`src/rtl/sync_mode_pkg.sv`:
```
package sync_mode_pkg;

    localparam int ST_W = 3;

    typedef enum logic [ST_W-1:0] {
        ST_FREE  = 3'd0,
        ST_NRM_P = 3'd1,
        ST_NRM_S = 3'd2,
        ST_HLD_P = 3'd3,
        ST_HLD_S = 3'd4,
        ST_AUT_P = 3'd5,
        ST_AUT_S = 3'd6
    } mode_st_e;

    typedef enum logic [2:0] {
        RQ_NRM_P,
        RQ_NRM_S,
        RQ_HLD_P,
        RQ_HLD_S,
        RQ_FREE,
        RQ_RSVD
    } req_e;

    typedef struct packed {
        mode_st_e st;
        logic     tie;
        logic     bad;
    } ctl_s;

endpackage

```
`src/rtl/sync_mode_req_decode.sv`:
```
module sync_mode_req_decode
    import sync_mode_pkg::*;
(
    input  logic [1:0] mode_sel,
    input  logic       ref_sel,
    output req_e       req
);
    always_comb begin
        case (mode_sel)
            2'b00:   req = ref_sel ? RQ_NRM_S : RQ_NRM_P;
            2'b01:   req = ref_sel ? RQ_HLD_S : RQ_HLD_P;
            2'b10:   req = RQ_FREE;
            default: req = RQ_RSVD;
        endcase
    end
endmodule

```
`src/rtl/sync_mode_next.sv`:
```
module sync_mode_next
    import sync_mode_pkg::*;
(
    input  mode_st_e cur,
    input  req_e     req,
    input  logic     pc_ctl,
    input  logic     pri_ok,
    input  logic     sec_ok,
    output ctl_s     nxt
);
    always_comb begin
        nxt.st  = cur;
        nxt.tie = 1'b0;
        nxt.bad = 1'b0;
        if (req == RQ_FREE) begin
            nxt.st = ST_FREE;
        end else if (cur == ST_NRM_P && !pri_ok) begin
            nxt.st = ST_AUT_P;
        end else if (cur == ST_NRM_S && !sec_ok) begin
            nxt.st = ST_AUT_S;
        end else begin
            case (req)
                RQ_NRM_P: begin
                    if (cur != ST_NRM_P && pri_ok) begin
                        nxt.st = ST_NRM_P;
                        case (cur)
                            ST_FREE:  nxt.tie = 1'b0;
                            ST_HLD_P: nxt.tie = pc_ctl;
                            default:  nxt.tie = 1'b1;
                        endcase
                    end
                end
                RQ_NRM_S: begin
                    if (cur != ST_NRM_S && sec_ok) begin
                        nxt.st  = ST_NRM_S;
                        nxt.tie = (cur != ST_FREE);
                    end
                end
                RQ_HLD_P: begin
                    if (cur == ST_NRM_P || cur == ST_HLD_P) nxt.st = ST_HLD_P;
                    else                                    nxt.bad = 1'b1;
                end
                RQ_HLD_S: begin
                    if (cur == ST_NRM_S || cur == ST_HLD_S) nxt.st = ST_HLD_S;
                    else                                    nxt.bad = 1'b1;
                end
                default: nxt.bad = 1'b1;
            endcase
        end
    end
endmodule

```
`src/rtl/sync_mode_out.sv`:
```
module sync_mode_out
    import sync_mode_pkg::*;
(
    input  mode_st_e st,
    output logic     act_ref,
    output logic     hold_en,
    output logic     free_en
);
    always_comb begin
        act_ref = (st == ST_NRM_S) || (st == ST_HLD_S) || (st == ST_AUT_S);
        hold_en = (st == ST_HLD_P) || (st == ST_HLD_S) ||
                  (st == ST_AUT_P) || (st == ST_AUT_S);
        free_en = (st == ST_FREE);
    end
endmodule

```
`src/rtl/sync_mode_ctrl.sv`:
```
module sync_mode_ctrl
    import sync_mode_pkg::*;
(
    input  logic            clk,
    input  logic            rst_n,
    input  logic [1:0]      mode_sel,
    input  logic            ref_sel,
    input  logic            pc_ctl,
    input  logic            pri_ok,
    input  logic            sec_ok,
    output logic [ST_W-1:0] state_o,
    output logic            act_ref,
    output logic            hold_en,
    output logic            free_en,
    output logic            tie_pulse,
    output logic            bad_req
);
    req_e req;
    ctl_s ctl_d, ctl_q;

    sync_mode_req_decode u_dec (
        .mode_sel (mode_sel),
        .ref_sel  (ref_sel),
        .req      (req)
    );

    sync_mode_next u_nxt (
        .cur    (ctl_q.st),
        .req    (req),
        .pc_ctl (pc_ctl),
        .pri_ok (pri_ok),
        .sec_ok (sec_ok),
        .nxt    (ctl_d)
    );

    always_ff @(posedge clk) begin
        if (!rst_n) ctl_q <= '{st: ST_FREE, tie: 1'b0, bad: 1'b0};
        else        ctl_q <= ctl_d;
    end

    sync_mode_out u_out (
        .st      (ctl_q.st),
        .act_ref (act_ref),
        .hold_en (hold_en),
        .free_en (free_en)
    );

    assign state_o   = ctl_q.st;
    assign tie_pulse = ctl_q.tie;
    assign bad_req   = ctl_q.bad;

    AST_PULSES_EXCLUSIVE: assert property (@(posedge clk) disable iff (!rst_n)
        $onehot0({tie_pulse, bad_req}));

    AST_BAD_KEEPS_STATE: assert property (@(posedge clk) disable iff (!rst_n)
        bad_req |-> $stable(state_o));

    AST_TIE_ONLY_INTO_NORMAL: assert property (@(posedge clk) disable iff (!rst_n)
        tie_pulse |-> (state_o == ST_NRM_P || state_o == ST_NRM_S));

    AST_FREE_NO_TIE: assert property (@(posedge clk) disable iff (!rst_n)
        free_en |-> !tie_pulse);

    AST_PRI_ENTRY_VALID: assert property (@(posedge clk) disable iff (!rst_n)
        (state_o == ST_NRM_P && $past(state_o) != ST_NRM_P) |-> $past(pri_ok));

    AST_PRI_LOSS_AUTO: assert property (@(posedge clk) disable iff (!rst_n)
        (state_o == ST_NRM_P && !pri_ok && mode_sel != 2'b10) |=> state_o == ST_AUT_P);

    AST_SEC_LOSS_AUTO: assert property (@(posedge clk) disable iff (!rst_n)
        (state_o == ST_NRM_S && !sec_ok && mode_sel != 2'b10) |=> state_o == ST_AUT_S);

    AST_HOLD_NOT_FREE: assert property (@(posedge clk) disable iff (!rst_n)
        !(hold_en && free_en));
endmodule

```
`config.mk`:
```
export PLATFORM = sky130hd
export DESIGN_NAME = sync_mode_ctrl
export DESIGN_NICKNAME = d
export VERILOG_FILES = /design/src/rtl/sync_mode_pkg.sv /design/src/rtl/sync_mode_req_decode.sv /design/src/rtl/sync_mode_next.sv /design/src/rtl/sync_mode_out.sv /design/src/rtl/sync_mode_ctrl.sv
export SDC_FILE = /design/constraint.sdc
export NUM_CORES = 1
export LEC_CHECK = 0
export BUFFER_PORTS_ARGS = -buffer_cell sky130_fd_sc_hd__buf_2
export CELL_PAD_IN_SITES_DETAIL_PLACEMENT = 2
export CELL_PAD_IN_SITES_GLOBAL_PLACEMENT = 2
export CORE_UTILIZATION = 23
export CTS_CLUSTER_SIZE = 40
export DETAILED_ROUTE_END_ITERATION = 6
export PLACE_DENSITY = 0.69
export SETUP_SLACK_MARGIN = 0.02
export SLEW_MARGIN = 20
export SYNTH_ARGS = -nofsm -noshare
export SYNTH_HDL_FRONTEND = slang
export SYNTH_SLANG_ARGS = --single-unit
export TNS_END_PERCENT = 30
```
`constraint.sdc`:
```
create_clock -name clk -period 1.55 [get_ports clk]
set_clock_uncertainty 0.2 [all_clocks]
set_input_delay 0.0775 -clock clk [delete_from_list [all_inputs] [get_ports clk]]
set_output_delay 0.0775 -clock clk [all_outputs]
set_load 0.01 [all_outputs]
```
==> results of run 1 <==
## cell usage in the layout (no fill, tap or decap), drive strengths merged, types with 2 or more instances in the layout
master / n
nor3b: 5
o21a: 2
o21bai: 2
nand4bb: 2
inv: 3
nand3: 2
dfxtp: 5
buf: 29
o21ai: 3
nor3: 2
dlygate4sd3: 2
nor2: 6
nor2b: 2
nand2: 4
a211oi: 2
clkbuf: 4
## registers in the layout, summed over array words and instances (netlist names)
signal	cells
bad_req	1
state_o	3
tie_pulse	1
## per-layer routing
metal	share of wire [%]	GRT usage [%]	vias up
met1	43	24.5	310
met5	0	0	-
li1	-	-	288
met3	0.72	4.62	0
met2	56	33.2	5
met4	0	1.71	0
## worst max-delay path by stage
| stage | start | end | slack [ps] | cells past startpoint |
|---|---|---|---|---|
| final | state_o[0] | state_o[0] | -140 | 4 |
| after global routing | state_o[0] | state_o[2] | -200 | 4 |
| after CTS | state_o[1] | state_o[0] | -130 | 4 |
| after detailed placement | state_o[1] | state_o[0] | -130 | 4 |
| after global placement | state_o[2] | state_o[0] | -50 | 4 |
| after floorplan | state_o[0] | state_o[0] | -10 | 4 |
## power groups by stage
stage / Sequential [mW] / Clock (mW) / Combinational (mW)
after floorplan: 0.155 / 0 / 0.120
after global routing: 0.163 / 0.177 / 0.248
after CTS: 0.156 / 0.169 / 0.211
after global placement: 0.159 / 0 / 0.192
after detailed placement: 0.161 / 0 / 0.198
final: 0.161 / 0.159 / 0.226
## layout make-up
type	count	area (sq um)
clock buffers	4	26.3
fillers	239	1150
inverters	3	11.3
multi-input cells	48	403
flip-flops and latches	5	109
well taps	27	33.8
repair buffers	31	204
## repair_timing
item                                    4_1_cts  5_1_grt
buffers inserted                              1        0
hold buffers                                  2        0
pin swaps                                     1        1
resized for setup                             3        9
endpoints found under the hold margin         3        0
endpoints found under the setup margin        5        7
## critical path: stages, from the launching register on
cell and delay (ps):
dfxtp_4 390, or3b_4 400, a41o_4 240, o211a_1 220
a211oi_2 140
## cells by family after synthesis
group,synth area share [%]
AO/OA/AOI/OAI,30.9
XOR/XNOR,1.85
buffers and inverters,7.39
flip-flops,21.1
multiplexers,2.11
AND/OR/NAND/NOR,36.7
==> impl_metrics.csv, run 1 <==
group,metric,value,unit
worst_setup_path,end_kind,"register",
grt,grt_pass1_wl,2880,um
status,violations,"negative setup slack",
floorplanning,num_rows,16,
grt,grt_pass1_vias,581,
power,seqPwrFrac,29.4,%
grt,grt_max_degree,13,
route,first_pass_iters,5,
cells_and_area,diodes,0,
route,drt_iter0_drc,7,
sta,rsz0062_at_grt,"yes",
job,maxCapViolations,0,
worst_setup_path,setup.worst_path.start_class,"register",
power,p_sw_share,34.7,%
hold_path,min_from,"pc_ctl",
synthesis,syn_avg_cell_area,7.90,sq um
sta,tns,-366,ps
synthesis,synth_top_cell_area_share,21.1,%
cells_and_area,post-route-util,40.5,%
synthesis,yosys.area.top_type,"dfxtp_1",
power,p_leak,0.356,nW
placement,finalWeightedCongestion,0.648,
sta,setup_viol,4,
floorplanning,die_area,0.00225,sq mm
route,vias_per_cell,5.11,
placement,placed_cells,111,
clock_network,clk_pin_slew_worst_paths,50,ps
synthesis,ys_top_cells_by_count,"nor2_1 (6), dfxtp_1 (5), nor3b_1 (5)",
hold_path,min_to,"tie_pulse",
sta,slew_headroom,77.1,%
synthesis,synthCells,60,
sta,max_freq,591,MHz
synthesis,synth-edff-count,0,
cells_and_area,fin_nets,100,
synthesis,yosys_warnings,0,
placement,detailed_place_hpwl,1340,um
synthesis,ys_seq_area_share,21.1,%
power,peakVddDrop,0.345,mV
power,pwr-share-clk,29.1,%
route,totalWireLength,1950,um
sta,slew_violations,0,
synthesis,synthesis.area,474,sq um
worst_setup_path,critPathKind,"reg -> reg",
synthesis,ys_top_cells_by_area,"dfxtp_1 (21%), nor3b_1 (7.9%), a211oi_2 (5.3%), nand4bb_1 (4.7%), nor2_1 (4.7%)",
grt,grt_usage,19.0,%
floorplanning,coreArea,0.00194,sq mm
clock_network,clock_latency,240,ps
sta,finalCriticalPeriod,1690,ps
placement,placed_cell_area,669,sq um
placement,dp_slack,-128,ps
floorplanning,start_util,24.4,%
worst_setup_path,reg2reg_slack,-140,ps
grt,grt-ovfl-total,0,
clock_network,cts-htree-levels,1,
floorplanning,die_width,47.4,um
sta,hold_viol,0,
clock_network,clkSinkCount,5,
clock_network,cts.path.max_buffers,2,
route,wl_per_cell,16.5,um
cells_and_area,drive_above_1_share,50.5,%
route,vias,603,
floorplanning,ios,16,
grt,antenna_found_initial,0,
power,fin_total_pwr,547,uW
route,drc_errors,0,
sta,tightest_slew,340,ps
synthesis,synthArstFlopShare,0,%
synthesis,ys.flop_type,"dfxtp_1",
synthesis,yosysMostFrequentCell,"nor2_1",
cells_and_area,area_growth,66.0,%
floorplanning,die_h,47.4,um
worst_setup_path,cp_data_arrival_time,1650,ps
placement,io_buffers,15,
sta,worst_slack,-143,ps
synthesis,synthesis.nets,68,
sta,fin_crit_sh,109,%
worst_setup_path,cp_max_fo,8,
status,status,"finished, violations left",
power,power.density,695,mW/mm^2
power,pwr-share-comb,41.4,%
synthesis,synth_cell_type_count,33,
clock_network,cts_tree,"done",
hold_path,hold_path_depth,4,
cells_and_area,design_area,787,sq um
route,ant_nets,0,
worst_setup_path,rr_worst_depth,4,
power,power.switching,190,uW
power,p_int,357,uW
sta,fin_hold_ws,98.0,ps
clock_network,cts_root_buf,"clkbuf_4",
hold_path,hp-class,"in -> reg",
worst_setup_path,r2r-end,"state_o[0]",
synthesis,ys_seq_elements,5,
worst_setup_path,critPathRequiredTime,1500,ps
cells_and_area,final_cell_count_no_fill,118,
clock_network,cts-buffers-inserted,3,
worst_setup_path,r2r-start,"state_o[0]",
Power figures use the tool's default switching activity.
==> run 2, diff against run 1 <==
--- a/config.mk
+++ b/config.mk
@@ -6,14 +6,14 @@
 export NUM_CORES = 1
 export LEC_CHECK = 0
 export BUFFER_PORTS_ARGS = -buffer_cell sky130_fd_sc_hd__buf_2
-export CELL_PAD_IN_SITES_DETAIL_PLACEMENT = 2
+export CELL_PAD_IN_SITES_DETAIL_PLACEMENT = 0
 export CELL_PAD_IN_SITES_GLOBAL_PLACEMENT = 2
 export CORE_UTILIZATION = 23
 export CTS_CLUSTER_SIZE = 40
 export DETAILED_ROUTE_END_ITERATION = 6
 export PLACE_DENSITY = 0.69
 export SETUP_SLACK_MARGIN = 0.02
-export SLEW_MARGIN = 20
+export SLEW_MARGIN = 15
 export SYNTH_ARGS = -nofsm -noshare
 export SYNTH_HDL_FRONTEND = slang
 export SYNTH_SLANG_ARGS = --single-unit
==> run 2 against run 1 <==
Net effect: the run still ends with negative setup slack left; sequential share of layout area up 0.53 points; final cell count unchanged; first-iteration DRC count increased by 57%; sequential power decreased by 2%; critical path type unchanged; critical endpoint unchanged; largest cell class unchanged; fmax up 2.6%; clock power fell by 6%; utilization fell by 2.4 points; via count is 9.8% lower; power shrank 7.1%.
==> impl_metrics.csv, run 2 (synthesis results as in run 1) <==
group,metric,value,unit
sta,tightest_slew,329,ps
placement,placed_cell_area,669,sq um
hold_path,hp-class,"in -> reg",
sta,slew_violations,0,
clock_network,cts.path.max_buffers,2,
clock_network,cts_root_buf,"clkbuf_4",
hold_path,hold_path_depth,4,
route,ant_nets,0,
route,first_pass_iters,4,
status,status,"finished, violations left",
worst_setup_path,critPathRequiredTime,1500,ps
route,vias,544,
sta,fin_hold_ws,55.9,ps
sta,setup_viol,3,
worst_setup_path,r2r-end,"state_o[0]",
worst_setup_path,cp_data_arrival_time,1600,ps
power,fin_total_pwr,508,uW
worst_setup_path,endpoint,"state_o[0]",
worst_setup_path,reg2reg_slack,-100,ps
worst_setup_path,cp_slowest_stage_delay,390,ps
floorplanning,die_width,47.4,um
power,p_leak,0.328,nW
route,drc_errors,0,
cells_and_area,fin_nets,100,
placement,detailed_place_hpwl,1060,um
job,maxCapViolations,0,
grt,grt_max_degree,13,
worst_setup_path,crit_path_start,"state_o[0]",
worst_setup_path,critPathKind,"reg -> reg",
floorplanning,die_area,0.00225,sq mm
grt,grt_pass1_vias,487,
grt,grt-ovfl-total,0,
floorplanning,start_util,24.4,%
worst_setup_path,cp_max_fo,9,
clock_network,cts-buffers-inserted,3,
cells_and_area,multiInputGateArea,363,sq um
worst_setup_path,r2r-start,"state_o[0]",
cells_and_area,drive_above_1_share,46.2,%
worst_setup_path,crit_slowest_cell,"or3b_4",
floorplanning,die_h,47.4,um
worst_setup_path,end_kind,"register",
cells_and_area,mostFrequentLayoutCells,"buf_2 (15), buf_4 (14), nor2_1 (6), nand2_1 (4), nor3b_1 (4)",
grt,grt_usage,13.4,%
cells_and_area,final_cell_count_no_fill,118,
sta,max_freq,606,MHz
route,wl_per_cell,10.9,um
floorplanning,num_rows,16,
power,peakVddDrop,0.426,mV
clock_network,clkSinkCount,5,
sta,rsz0062_at_grt,"yes",
route,drt_iter0_drc,11,
floorplanning,ios,16,
placement,io_buffers,15,
cells_and_area,n_fill_cell,209,
clock_network,clock_latency,240,ps
cells_and_area,register_area,106,sq um
sta,finalCriticalPeriod,1650,ps
power,power.density,686,mW/mm^2
route,totalWireLength,1290,um
sta,tns,-170,ps
placement,placed_cells,111,
sta,fin_crit_sh,106,%
route,vias_per_cell,4.61,
sta,slew_headroom,77.8,%
cells_and_area,post-route-util,38.1,%
cells_and_area,diodes,0,
clock_network,cts-htree-levels,1,
clock_network,cts_tree,"done",
cells_and_area,mostFrequentLayoutCell,"buf_2",
worst_setup_path,rr_worst_depth,4,
floorplanning,coreArea,0.00194,sq mm
placement,finalWeightedCongestion,0.648,
worst_setup_path,setup.worst_path.start_class,"register",
sta,hold_viol,0,
cells_and_area,largest_reg_flops,3,
cells_and_area,design_area,741,sq um
placement,dp_slack,-84.3,ps
clock_network,clk_pin_slew_worst_paths,40,ps
grt,antenna_found_initial,0,
cells_and_area,area_growth,56.2,%
status,violations,"negative setup slack",
grt,grt_pass1_wl,2070,um
worst_setup_path,crit_chain,"or3b_4, a41o_1, o211a_1, a211oi_2",
sta,worst_slack,-100,ps
## run 2: repair_timing
action | CTS | global route
cloned | 0 | 0
pin swaps | 1 | 0
hold endpoints to repair | 2 | 0
resized for setup | 0 | 4
buffers inserted | 0 | 1
setup endpoints to repair | 4 | 5
hold buffers | 2 | 0
## run 2: per-layer routing
layer  up-vias  share of wire, %  global-route usage, %
li1        291                 -                      -
met1       245                46                   16.4
met2         8                51                   22.5
met3         0               2.6                   4.62
met4         0                 0                   3.43
met5         -                 0                      0
## run 2: cell type report
type | count | share of cell area (%)
tap | 27 | 4.56
clock buffer | 4 | 3.55
multi-input combinational | 48 | 49.0
sequential | 5 | 14.4
timing repair buffer | 31 | 27.0
inverter | 3 | 1.52
## run 2: power by group
part	total, mW	leakage (nW)	internal [mW]	switching, mW
combinational	0.201	0.271	0.112	0.0896
clock	0.150	0.0150	0.0973	0.0524
sequential	0.157	0.0425	0.140	0.0174
total	0.508	0.328	0.349	0.159
## run 2: worst min-delay path by stage
stage	from	endpoint	slack, ps
3_5_place_dp	rst_n	state_o[0]	230
2_1_floorplan	mode_sel[1]	bad_req	20
5_1_grt	mode_sel[1]	tie_pulse	80
3_3_place_gp	rst_n	state_o[0]	240
4_1_cts	mode_sel[1]	state_o[2]	60
6_report	mode_sel[1]	state_o[2]	60
## run 2: worst max-delay path, delay by kind of cell, from the launching register on
kind	cells	cell delay [ps]
AND/OR/NAND/NOR	1	390
AO/OA/AOI/OAI	3	590
flip-flops	1	380
==> run 3, diff against run 2 <==
--- a/config.mk
+++ b/config.mk
@@ -8,10 +8,11 @@
 export BUFFER_PORTS_ARGS = -buffer_cell sky130_fd_sc_hd__buf_2
 export CELL_PAD_IN_SITES_DETAIL_PLACEMENT = 0
 export CELL_PAD_IN_SITES_GLOBAL_PLACEMENT = 2
-export CORE_UTILIZATION = 23
+export CORE_UTILIZATION = 25
+export CTS_BUF_LIST = sky130_fd_sc_hd__clkbuf_8
 export CTS_CLUSTER_SIZE = 40
 export DETAILED_ROUTE_END_ITERATION = 6
-export PLACE_DENSITY = 0.69
+export PLACE_DENSITY = 0.75
 export SETUP_SLACK_MARGIN = 0.02
 export SLEW_MARGIN = 15
 export SYNTH_ARGS = -nofsm -noshare
==> run 3 against run 2 <==
Net effect: the run still ends with negative setup slack left; critical path type unchanged; routed wire length up 2.3%; sequential cell count is the same; setup slack worse by 3.3 ps.
==> impl_metrics.csv, run 3 (synthesis results as in run 1) <==
group,metric,value,unit
status,status,"finished, violations left",
status,violations,"negative setup slack",
hold_path,hold_path_depth,3,
grt,grt-ovfl-total,0,
clock_network,cts.path.max_buffers,2,
cells_and_area,final_cell_count_no_fill,113,
worst_setup_path,reg2reg_slack,-100,ps
sta,rsz0062_at_grt,"yes",
worst_setup_path,setup.worst_path.start_class,"register",
clock_network,clkSinkCount,5,
clock_network,cts-buffers-inserted,3,
floorplanning,num_rows,15,
route,vias_per_cell,4.79,
cells_and_area,fin_nets,97,
route,first_pass_iters,3,
sta,slew_violations,0,
clock_network,clock_latency,220,ps
floorplanning,start_util,27.2,%
placement,io_buffers,15,
cells_and_area,mostFrequentLayoutCell,"buf_2",
worst_setup_path,cp_slowest_stage_delay,390,ps
worst_setup_path,rr_worst_depth,4,
hold_path,hp-class,"in -> reg",
cells_and_area,n_fill_cell,193,
worst_setup_path,end_kind,"register",
sta,hold_viol,0,
route,drc_errors,0,
worst_setup_path,critical_path.top_delay_family,"compound AO/OA/AOI/OAI gates",
floorplanning,die_width,45.6,um
cells_and_area,mostFrequentLayoutCells,"buf_2 (15), buf_4 (12), nor2_1 (6), nand2_1 (4), inv_1 (4)",
worst_setup_path,critPathKind,"reg -> reg",
cells_and_area,drive_above_1_share,48.9,%
route,vias,541,
clock_network,cts-htree-levels,1,
sta,finalCriticalPeriod,1650,ps
floorplanning,die_area,0.00207,sq mm
clock_network,clk_pin_slew_worst_paths,40,ps
cells_and_area,area_growth,58.6,%
route,drt_iter0_drc,5,
grt,grt_max_degree,11,
worst_setup_path,cp_data_arrival_time,1590,ps
worst_setup_path,crit_chain,"or3b_4, a41o_1, o211a_1, a211oi_2",
power,fin_total_pwr,590,uW
worst_setup_path,worst-path-buf-inv,0,
sta,worst_slack,-103,ps
placement,detailed_place_hpwl,1040,um
power,power.density,785,mW/mm^2
sta,setup_viol,3,
clock_network,cts_setup_buffers,0,
worst_setup_path,crit_slowest_cell,"or3b_4",
clock_network,cts_root_buf,"clkbuf_8",
route,wl_per_cell,11.6,um
power,peakVddDrop,0.553,mV
placement,placed_cells,109,
worst_setup_path,r2r-start,"state_o[0]",
sta,max_freq,605,MHz
clock_network,cts_tree,"done",
placement,finalWeightedCongestion,0.747,
hold_path,min_from,"rst_n",
sta,slew_headroom,76.3,%
cells_and_area,diodes,0,
grt,grt_usage,14.4,%
sta,fin_crit_sh,107,%
route,ant_nets,0,
job,maxCapViolations,0,
power,p_leak,0.335,nW
sta,tightest_slew,352,ps
sta,fin_hold_ws,8.75,ps
clock_network,hold_buffers,0,
worst_setup_path,r2r-end,"state_o[0]",
floorplanning,die_h,45.6,um
floorplanning,coreArea,0.00175,sq mm
grt,grt_pass1_vias,490,
hold_path,min_to,"state_o[0]",
worst_setup_path,critPathRequiredTime,1480,ps
cells_and_area,largest_reg_flops,3,
grt,antenna_found_initial,0,
worst_setup_path,cp_max_fo,9,
grt,grt_pass1_wl,2040,um
route,totalWireLength,1310,um
floorplanning,ios,16,
## run 3: cell count changes in the layout (fill, tap and decap cells not counted), sizes merged
cell         change
buf              -1
dlygate4sd3      -2
inv              +1
clkbuf           -1
## run 3: power by group
part	leakage [nW]	total (mW)	switching [mW]	internal (mW)
clock network	0.0269	0.232	0.0626	0.170
logic	0.266	0.201	0.0908	0.110
registers	0.0425	0.157	0.0167	0.140
## run 3: worst max path at each step
| stage | depth (start not counted) | from | endpoint |
|---|---|---|---|
| after CTS | 4 | state_o[0] | state_o[0] |
| after global routing | 4 | state_o[0] | state_o[0] |
| after floorplan | 4 | state_o[0] | state_o[0] |
| final | 4 | state_o[0] | state_o[0] |
| after global placement | 4 | state_o[0] | state_o[0] |
| after detailed placement | 4 | state_o[0] | state_o[0] |
## run 3: layout make-up
type / instances / area, sq um / share of cell area [%]
tap: 25 / 31.3 / 4.16
multi-input combinational: 48 / 373 / 49.6
timing repair buffer: 28 / 185 / 24.6
clock buffer: 3 / 41.3 / 5.49
inverter: 3 / 11.3 / 1.50
clock inverter: 1 / 3.75 / 0.499
sequential: 5 / 106 / 14.1
## run 3: what timing repair did
item	in CTS	in global routing
endpoints found under the setup margin	4	5
resized for setup	0	6
hold endpoints to repair	0	0
## run 3: worst reg2reg max path: cells and delay by family, from the launching register on
kind | cells | cell delay (ps)
flops | 1 | 380
compound gates | 3 | 600
simple gates | 1 | 390
## run 3: stage by stage
stage               area, sq um  setup TNS, ps  setup slack (ps)  utilization, %
floorplan                   509          -11.0             -11.0               -
global placement            679          -52.9             -35.5            38.9
detailed placement          679           -133             -89.0            38.9
CTS                         724           -176              -102            41.5
global route                752           -447              -163            43.1
finish                      752           -187              -103            43.1
## run 3: routing by layer
metal  track usage (%)  vias to the layer above  wire length (um)
met5                 0                        -                 0
met4              7.27                        0                17
met3              3.57                        2                28
met2              24.3                        7               694
met1              16.6                      251               574
li1                  -                      281                 -
